--- config.mk ---
export PLATFORM = sky130hd
export DESIGN_NAME = bb_fine_tuner
export DESIGN_NICKNAME = d
export VERILOG_FILES = /design/src/rtl/bb_fine_pkg.sv /design/src/rtl/bb_fine_ctrl.sv /design/src/rtl/bb_fine_datapath.sv /design/src/rtl/bb_fine_tuner.sv
export SDC_FILE = /design/constraint.sdc
export NUM_CORES = 1
export LEC_CHECK = 0
export CAP_MARGIN = 20
export CORE_MARGIN = 3
export CORE_UTILIZATION = 52
export DETAILED_ROUTE_END_ITERATION = 8
export PLACE_DENSITY = 0.74
export SYNTH_ARGS = -nofsm -noshare
export SYNTH_HDL_FRONTEND = slang
export SYNTH_HIERARCHICAL = 1
export SYNTH_SLANG_ARGS = --single-unit
--- constraint.sdc ---
create_clock -name clk -period 2.3 [get_ports clk]
set_input_delay 0.23 -clock clk [delete_from_list [all_inputs] [get_ports clk]]
set_output_delay 0.23 -clock clk [all_outputs]
set_load 0.05 [all_outputs]
--- src/rtl/bb_fine_pkg.sv ---
package bb_fine_pkg;

  // Per-cycle command from control to datapath
  typedef struct packed {
    logic clear;    // force mid-scale / high gain
    logic advance;  // apply one step this cycle
    logic dirUp;    // 1: increase code, 0: decrease
    logic lowGain;  // use the small step
  } fineCmd_t;

endpackage

--- src/rtl/bb_fine_ctrl.sv ---
module bb_fine_ctrl
  import bb_fine_pkg::*;
#(
  parameter int REV_LIMIT = 4
) (
  input  logic     clk,
  input  logic     rstN,
  input  logic     coarseLocked,
  input  logic     burstDone,
  input  logic     isLate,
  output fineCmd_t cmd
);

  localparam int REV_W = $clog2(REV_LIMIT + 1);

  logic             prevLate;
  logic             prevValid;
  logic [REV_W-1:0] revCnt;
  logic             lowGainQ;
  logic             isReversal;

  assign isReversal = prevValid && (isLate != prevLate);

  always_comb begin
    cmd.clear   = !coarseLocked;
    cmd.advance = coarseLocked && burstDone;
    cmd.dirUp   = isLate;
    cmd.lowGain = lowGainQ;
  end

  always_ff @(posedge clk) begin
    if (!rstN || !coarseLocked) begin
      prevLate  <= 1'b0;
      prevValid <= 1'b0;
      revCnt    <= '0;
      lowGainQ  <= 1'b0;
    end else if (burstDone) begin
      prevLate  <= isLate;
      prevValid <= 1'b1;
      if (!lowGainQ) begin
        if (isReversal) begin
          if (revCnt == REV_W'(REV_LIMIT - 1)) begin
            lowGainQ <= 1'b1;
            revCnt   <= '0;
          end else begin
            revCnt <= revCnt + 1'b1;
          end
        end else begin
          revCnt <= '0;
        end
      end
    end
  end

endmodule

--- src/rtl/bb_fine_datapath.sv ---
module bb_fine_datapath
  import bb_fine_pkg::*;
#(
  parameter int CODE_W  = 9,
  parameter int HI_STEP = 8,
  parameter int LO_STEP = 1,
  parameter int STEP_W  = 4
) (
  input  logic              clk,
  input  logic              rstN,
  input  fineCmd_t          cmd,
  output logic [CODE_W-1:0] fineCode,
  output logic [STEP_W-1:0] stepSize
);

  localparam logic [CODE_W-1:0] MID_CODE = CODE_W'(1 << (CODE_W - 1));
  localparam logic [CODE_W:0]   MAX_WIDE = (CODE_W+1)'((1 << CODE_W) - 1);

  logic [CODE_W-1:0] codeQ;
  logic [CODE_W-1:0] stepExt;
  logic [CODE_W:0]   upSum;
  logic [CODE_W-1:0] upCode;
  logic [CODE_W-1:0] downCode;
  logic [CODE_W-1:0] nextCode;

  assign stepExt = cmd.lowGain ? CODE_W'(LO_STEP) : CODE_W'(HI_STEP);
  assign upSum   = {1'b0, codeQ} + {1'b0, stepExt};

  always_comb begin
    upCode   = (upSum > MAX_WIDE) ? MAX_WIDE[CODE_W-1:0] : upSum[CODE_W-1:0];
    downCode = (codeQ < stepExt) ? '0 : (codeQ - stepExt);
    nextCode = cmd.dirUp ? upCode : downCode;
  end

  always_ff @(posedge clk) begin
    if (!rstN || cmd.clear) begin
      codeQ <= MID_CODE;
    end else if (cmd.advance) begin
      codeQ <= nextCode;
    end
  end

  assign fineCode = codeQ;
  assign stepSize = cmd.lowGain ? STEP_W'(LO_STEP) : STEP_W'(HI_STEP);

endmodule

--- src/rtl/bb_fine_tuner.sv ---
module bb_fine_tuner
  import bb_fine_pkg::*;
#(
  parameter int CODE_W    = 9,
  parameter int HI_STEP   = 8,
  parameter int LO_STEP   = 1,
  parameter int REV_LIMIT = 4,
  parameter int STEP_W    = $clog2(HI_STEP + 1)
) (
  input  logic              clk,
  input  logic              rstN,
  input  logic              coarseLocked,
  input  logic              burstDone,
  input  logic              isLate,
  output logic [CODE_W-1:0] fineCode,
  output logic [STEP_W-1:0] stepSize
);

  fineCmd_t cmd;

  bb_fine_ctrl #(.REV_LIMIT(REV_LIMIT)) uCtrl (
    .clk(clk), .rstN(rstN), .coarseLocked(coarseLocked),
    .burstDone(burstDone), .isLate(isLate), .cmd(cmd)
  );

  bb_fine_datapath #(
    .CODE_W(CODE_W), .HI_STEP(HI_STEP), .LO_STEP(LO_STEP), .STEP_W(STEP_W)
  ) uData (
    .clk(clk), .rstN(rstN), .cmd(cmd), .fineCode(fineCode), .stepSize(stepSize)
  );

endmodule

==> run_results.csv, run 1 <==
group,metric,value,unit
timing,setup_tns,0,ps
power_and_ir_drop,total_power,0.5407,mW
critical_path,start_kind,"flip-flop",
cells_and_area,fin_util,64.46,%
timing,final_max_slew_viol_count,0,
timing,holdWs,485.2,ps
power_and_ir_drop,p_leak,0.5074,nW
cells_and_area,fin_area,0.001277,mm²
critical_path,worstPathCellList,"ha_1, or3b_4, a21oi_4, a31oi_1, a221oi_1, a211oi_1",
yosys,synthDistinctLibCells,37,
cells_and_area,drive_gt1_share,7.237,%
cells_and_area,nFillCells,169,
critical_path,crit_buf_inv,0,
cells_and_area,antenna_cells,0,
routing,drt_iter0_drc,34,
yosys,yosysSeqAreaShare,27.27,%
placed_design,placed_cells,175,
timing,min_period,2070,ps
critical_path,cp_top_family,"compound AO/OA/AOI/OAI gates",
routing,drc,0,
outcome,outcome,"completed",
timing,fin_worst_skew,1.476,ps
yosys,yosysWarningCount,6,
critical_path,max_stage_delay,450,ps
timing,max_slew_margin,65.55,%
flow_run,drv_cap,0,
cells_and_area,final_cell_mix,"nor2_1 (16), clkdlybuf4s50_1 (15), dfxtp_1 (15), inv_1 (10), nand2_1 (8)",
floorplanning,die-height,52.02,µm
cells_and_area,layoutNonFillerInstCount,179,
power_and_ir_drop,ir_drop,0.3682,mV
power_and_ir_drop,p_clk_share,29.1,%
cells_and_area,multi_input_area,698.2,µm²
floorplanning,std_cell_rows,16,
placed_design,routabilityCongestion,0.9561,
floorplanning,io-pin-count,18,
timing,fmax,483.2,MHz
yosys,syn_area,0.001101,mm²
routing,antenna_left,0,
global_routing,antenna_found_initial,0,
routing,vias,1066,
clock_network,htree_levels,1,
power_and_ir_drop,seq_power_share,51.0,%
clock_network,clk_pin_slew,100,ps
timing,fin_crit_sh,89.98,%
critical_path,crit_fanout,7,
placed_design,placed_cell_area,0.001250,mm²
timing,worst_pin_slew,515.2,ps
placed_design,portBuffers,15,
critical_path,endpoint_kind,"flip-flop",
floorplanning,design.core.area,0.001982,mm²
worst_hold_path,hold_class,"reg -> reg",
clock_network,postCtsHoldBufs,0,
global_routing,grt_remaining_overflow,0,
clock_network,post_cts_resized,0,
cells_and_area,areaGrowthSynthToFinish,16.02,%
routing,dr.pass1.iters,4,
global_routing,grt_pass1_vias,938,
yosys,synth-seq-cells,15,
critical_path,crit_path_top_delay_cell,"dfxtp_1",
clock_network,cts_setup_buffers,0,
clock_network,numCtsBuffers,3,
routing,wl_per_cell,13.98,µm
floorplanning,die_area,0.002706,mm²
floorplanning,die_x,52.02,µm
clock_network,cts_tree,"built",
yosys,syn_area_per_cell,7.921,µm²
power_and_ir_drop,p_per_area,423.2,mW/mm²
power_and_ir_drop,switching_share,31.50,%
placed_design,dp_hpwl,1917,µm
placed_design,dpl_worst_slack,265.7,ps
cells_and_area,fin_nets,165,
global_routing,grt_pass1_wl,4105,µm
routing,wl,2502,µm
global_routing,grt_util_all_layers,19.88,%
clock_network,clockRootBuffer,"clkbuf_4",
clock_network,clockBufferDepth,2,
critical_path,cp.required,2470,ps
routing,viasPerCell,5.955,
timing,rsz0062_at_grt,"false",
clock_network,clock-sinks,15,
global_routing,grt_max_degree,15,
timing,setup_viol,0,
timing,hold_viol_final,0,
power_and_ir_drop,p_int,0.3704,mW
cells_and_area,final-seq-area,300.3,µm²
yosys,synthCells,139,
timing,fin_ws,230.5,ps
cells_and_area,final_common_cell,"nor2_1",
power_and_ir_drop,pwr-share-comb,19.9,%
critical_path,critical_path_class,"reg -> reg",
floorplanning,initial_core_util,55.56,%
power_and_ir_drop,p_switching,0.1703,mW
critical_path,cp.arrival,2240,ps
clock_network,clock_latency,280,ps
==> flip-flops by register name (all words and copies together), names as in the netlist <==
register         flops
uData/fineCode       9
uCtrl/revCnt         3
uCtrl/lowGainQ       1
uCtrl/prevLate       1
uCtrl/prevValid      1
==> routing by layer <==
| metal | GRT usage (%) | vias to the layer above | share of wire, % |
|---|---|---|---|
| met2 | 33.05 | 38 | 49 |
| met1 | 24.61 | 496 | 44 |
| met3 | 4.298 | 2 | 6.2 |
| li1 | - | 530 | - |
| met4 | 7.860 | 0 | 0.72 |
| met5 | 0 | - | 0 |
==> synth_stat cells <==
| master | number | area (µm²) |
|---|---|---|
| nor3_1 | 5 | 25.02 |
| a41o_1 | 2 | 20.02 |
| o31ai_1 | 4 | 30.03 |
| inv_1 | 10 | 37.54 |
| nand4_1 | 1 | 6.260 |
| a221oi_1 | 5 | 43.79 |
| nand2b_1 | 3 | 18.77 |
| and3b_1 | 1 | 8.760 |
| nor4_1 | 2 | 12.51 |
| a31oi_1 | 6 | 37.54 |
| mux2i_1 | 2 | 20.02 |
| a221oi_2 | 1 | 15.01 |
| o2111ai_1 | 3 | 26.28 |
| xor2_1 | 4 | 35.03 |
| o311ai_0 | 1 | 8.760 |
| nor2b_1 | 1 | 6.260 |
| conb_1 | 1 | 3.750 |
| buf_6 | 1 | 11.26 |
| o211ai_1 | 3 | 22.52 |
| buf_4 | 5 | 37.54 |
| o21a_1 | 1 | 7.510 |
| clkbuf_1 | 4 | 15.01 |
| and2_1 | 2 | 12.51 |
| a21oi_1 | 3 | 15.01 |
| ha_1 | 7 | 87.58 |
| nand2_1 | 8 | 30.03 |
| buf_2 | 1 | 5.000 |
| dfxtp_1 | 15 | 300.3 |
| nand3_1 | 6 | 30.03 |
| or3b_4 | 1 | 11.26 |
| xnor2_1 | 3 | 26.28 |
| nor2_1 | 16 | 60.06 |
| nor3b_1 | 1 | 7.510 |
| a211oi_1 | 1 | 7.510 |
| a21oi_4 | 1 | 16.27 |
| o21ai_0 | 7 | 35.03 |
| and2b_1 | 1 | 7.510 |
==> cell type report <==
type / count / area share [%]
Clock buffer: 3 / 1.763
Clock inverter: 1 / 0.3918
Inverter: 10 / 2.938
Multi-Input combinational cell: 104 / 54.65
Sequential cell: 15 / 23.51
Tap cell: 27 / 2.644
Timing Repair Buffer: 19 / 14.10
==> cells by family after synthesis <==
family | after synthesis | share of synthesized area [%]
other | 1 | 0.3406
and+or+nand+nor | 48 | 21.48
xor gates and xnor gates | 7 | 5.568
adders and majority gates | 7 | 7.954
DFF | 15 | 27.27
buffers and inverters | 21 | 9.659
AOI/OAI and AO/OA | 38 | 25.91
muxes | 2 | 1.818
==> path summary, 6_finish.rpt <==
check	to	cells past startpoint	startpoint	slack, ps
setup / recovery	uData/fineCode[1]$_SDFFE_PP0P_	6	uCtrl/lowGainQ$_SDFFE_PP0P_	230
hold / removal	uCtrl/revCnt[1]$_SDFFE_PP0P_	2	uCtrl/revCnt[1]$_SDFFE_PP0P_	490
setup reg to reg	uData/fineCode[1]$_SDFFE_PP0P_	6	uCtrl/lowGainQ$_SDFFE_PP0P_	230
hold reg to reg	uCtrl/revCnt[1]$_SDFFE_PP0P_	2	uCtrl/revCnt[1]$_SDFFE_PP0P_	490
==> power groups by stage <==
stage | combinational (mW) | clock (mW) | sequential [mW]
6_report | 0.108 | 0.157 | 0.275
5_1_grt | 0.115 | 0.173 | 0.277
4_1_cts | 0.107 | 0.163 | 0.275
3_5_place_dp | 0.106 | 0 | 0.281
3_3_place_gp | 0.105 | 0 | 0.281
2_1_floorplan | 0.0668 | 0 | 0.291
==> worst reg2reg max path, cell delays in order (launching register included) <==
cell and delay (ps):
dfxtp_1 450, ha_1 210, or3b_4 410, a21oi_4 240, a31oi_1 190, a221oi_1 350, a211oi_1 90
No activity file was read; power rests on OpenSTA's default activity.
==> run 2, diff against run 1 <==
--- a/config.mk
+++ b/config.mk
@@ -6,10 +6,13 @@
 export NUM_CORES = 1
 export LEC_CHECK = 0
 export CAP_MARGIN = 20
+export CORE_ASPECT_RATIO = 0.6
 export CORE_MARGIN = 3
-export CORE_UTILIZATION = 52
+export CORE_UTILIZATION = 45
+export CTS_CLUSTER_SIZE = 30
 export DETAILED_ROUTE_END_ITERATION = 8
-export PLACE_DENSITY = 0.74
+export MAX_ROUTING_LAYER = met4
+export PLACE_DENSITY = 0.65
 export SYNTH_ARGS = -nofsm -noshare
 export SYNTH_HDL_FRONTEND = slang
 export SYNTH_HIERARCHICAL = 1
==> run_results.csv, run 2 (same netlist as run 1, synthesis figures left out) <==
group,metric,value,unit
outcome,outcome,"completed",
routing,dr.pass1.iters,4,
floorplanning,io-pin-count,18,
worst_hold_path,holdPathStages,2,
clock_network,numCtsBuffers,3,
floorplanning,initial_core_util,49.05,%
placed_design,dpl_worst_slack,87.05,ps
critical_path,worstPathCellList,"inv_1, ha_1, a41o_1, nand2_1, o31ai_2, a221oi_1, a211oi_1",
floorplanning,design.core.area,0.002245,mm²
floorplanning,std_cell_rows,13,
global_routing,grt_max_degree,15,
power_and_ir_drop,seq_power_share,45.9,%
cells_and_area,nFillCells,217,
global_routing,antenna_found_initial,0,
placed_design,placed_cells,179,
clock_network,clockBufferDepth,2,
timing,fmax,463.5,MHz
clock_network,clock_latency,240,ps
timing,setup_viol,0,
routing,vias,1085,
timing,rsz0062_at_grt,"false",
timing,setup_tns,0,ps
floorplanning,die-height,44.32,µm
global_routing,grt_util_all_layers,18.40,%
cells_and_area,final_common_cell,"nor2_1",
critical_path,worst-r2r-cell-count,7,
power_and_ir_drop,p_switching,0.1700,mW
cells_and_area,fin_util,58.42,%
routing,drc,0,
power_and_ir_drop,p_clk_share,35.6,%
power_and_ir_drop,switching_share,28.35,%
cells_and_area,drive_gt1_share,7.843,%
power_and_ir_drop,ir_drop,0.3395,mV
clock_network,clockRootBuffer,"clkbuf_8",
critical_path,max_stage_delay,440,ps
critical_path,cp.arrival,2320,ps
routing,viasPerCell,5.929,
floorplanning,die_x,69.86,µm
critical_path,crit_buf_inv,1,
timing,max_slew_margin,66.55,%
cells_and_area,antenna_cells,0,
clock_network,clk_pin_slew,60,ps
placed_design,routabilityCongestion,0.8755,
cells_and_area,largest_register_ffs,9,
timing,min_period,2158,ps
placed_design,portBuffers,15,
timing,fin_crit_sh,93.81,%
critical_path,reg2reg_from,"uCtrl/lowGainQ$_SDFFE_PP0P_",
floorplanning,die_area,0.003096,mm²
critical_path,crit_fanout,7,
routing,wl,2623,µm
power_and_ir_drop,p_leak,0.5186,nW
critical_path,endpoint_kind,"flip-flop",
clock_network,clock-sinks,15,
critical_path,worstReg2RegEnd,"uData/fineCode[1]$_SDFFE_PP0P_",
worst_hold_path,hold_class,"reg -> reg",
cells_and_area,final_cell_mix,"nor2_1 (16), clkdlybuf4s50_1 (15), dfxtp_1 (15), inv_1 (10), nand2_1 (8)",
critical_path,critical_path_class,"reg -> reg",
clock_network,htree_levels,1,
critical_path,worst-r2r-setup-slack,140,ps
timing,holdWs,473.3,ps
timing,fin_ws,142.4,ps
routing,drt_iter0_drc,85,
timing,fin_worst_skew,3.914,ps
global_routing,grt_pass1_vias,932,
worst_hold_path,holdPathEnd,"uCtrl/revCnt[1]$_SDFFE_PP0P_",
routing,antenna_left,0,
timing,worst_pin_slew,497.8,ps
cells_and_area,fin_nets,166,
routing,wl_per_cell,14.33,µm
cells_and_area,multi_input_area,703.2,µm²
power_and_ir_drop,p_per_area,457.4,mW/mm²
clock_network,cts_setup_buffers,0,
timing,hold_viol_final,0,
worst_hold_path,worstHoldStart,"uCtrl/revCnt[1]$_SDFFE_PP0P_",
critical_path,cp.required,2470,ps
power_and_ir_drop,p_int,0.4297,mW
flow_run,drv_cap,0,
critical_path,start_kind,"flip-flop",
global_routing,grt_remaining_overflow,0,
critical_path,cp_top_family,"compound AO/OA/AOI/OAI gates",
cells_and_area,final-seq-area,300.3,µm²
clock_network,cts_tree,"built",
power_and_ir_drop,pwr-share-comb,18.5,%
cells_and_area,areaGrowthSynthToFinish,19.09,%
cells_and_area,layoutNonFillerInstCount,183,
timing,final_max_slew_viol_count,0,
critical_path,crit_path_top_delay_cell,"dfxtp_1",
global_routing,grt_pass1_wl,4326,µm
placed_design,dp_hpwl,2043,µm
==> run 2: cell count changes in the layout (fill, tap and decap cells not counted) <==
| cell | previous run | this run |
|---|---|---|
| buf_4 | 4 | 5 |
| clkbuf_1 | 0 | 1 |
| clkbuf_4 | 3 | 0 |
| clkbuf_8 | 0 | 3 |
| clkinv_2 | 1 | 0 |
| o31ai_1 | 4 | 3 |
| o31ai_2 | 0 | 1 |
==> run 2: timing repair <==
action                                  CTS  global route
hold buffers                              0             0
resized for setup                         0             1
endpoints found under the setup margin    0             4
==> run 2: routing by layer <==
metal	routed length, µm	up-vias	GRT usage [%]
met2	1031	47	24.95
li1	-	531	-
met3	204	0	5.669
met5	0	-	-
met1	1387	507	27.09
met4	0	0	2.290
==> run 2: stage by stage <==
stage | cell area, µm² | power (mW)
6_report | 1311 | 0.5997
5_1_grt | 1311 | 0.6310
4_1_cts | 1306 | 0.6070
3_5_place_dp | 1261 | 0.3898
3_3_place_gp | 1261 | 0.3905
2_1_floorplan | 1105 | 0.3580
==> run 2: how the worst max path moves through the flow <==
stage | endpoint | slack (ps) | startpoint | depth (start not counted)
final | uData/fineCode[1]$_SDFFE_PP0P_ | 140 | uCtrl/lowGainQ$_SDFFE_PP0P_ | 7
after global routing | uData/fineCode[1]$_SDFFE_PP0P_ | 40 | uCtrl/lowGainQ$_SDFFE_PP0P_ | 7
after CTS | uData/fineCode[1]$_SDFFE_PP0P_ | 70 | uCtrl/lowGainQ$_SDFFE_PP0P_ | 7
after detailed placement | uData/fineCode[1]$_SDFFE_PP0P_ | 90 | uCtrl/lowGainQ$_SDFFE_PP0P_ | 7
after global placement | uData/fineCode[1]$_SDFFE_PP0P_ | 190 | uCtrl/lowGainQ$_SDFFE_PP0P_ | 7
after floorplan | uData/fineCode[1]$_SDFFE_PP0P_ | 80 | uCtrl/lowGainQ$_SDFFE_PP0P_ | 9
==> run 2: power groups by stage <==
stage               Sequential [mW]  Combinational (mW)  Clock, mW
CTS                           0.275               0.110      0.222
detailed placement            0.281               0.109          0
global placement              0.281               0.110          0
floorplan                     0.291              0.0668          0
finish                        0.275               0.111      0.214
global route                  0.276               0.120      0.235
==> run 2: tightest hold or removal path, stage by stage (launching register included) <==
cell     delay [ps]
dfxtp_1         310
nand3_1          60
o31ai_1          60
==> run 2: final cells by class <==
type                       instances  area share (%)
timing repair buffer              20           14.31
tap                               30           2.863
inverter                          10           2.863
clock buffer                       4           3.435
sequential                        15           22.90
multi-input combinational        104           53.63
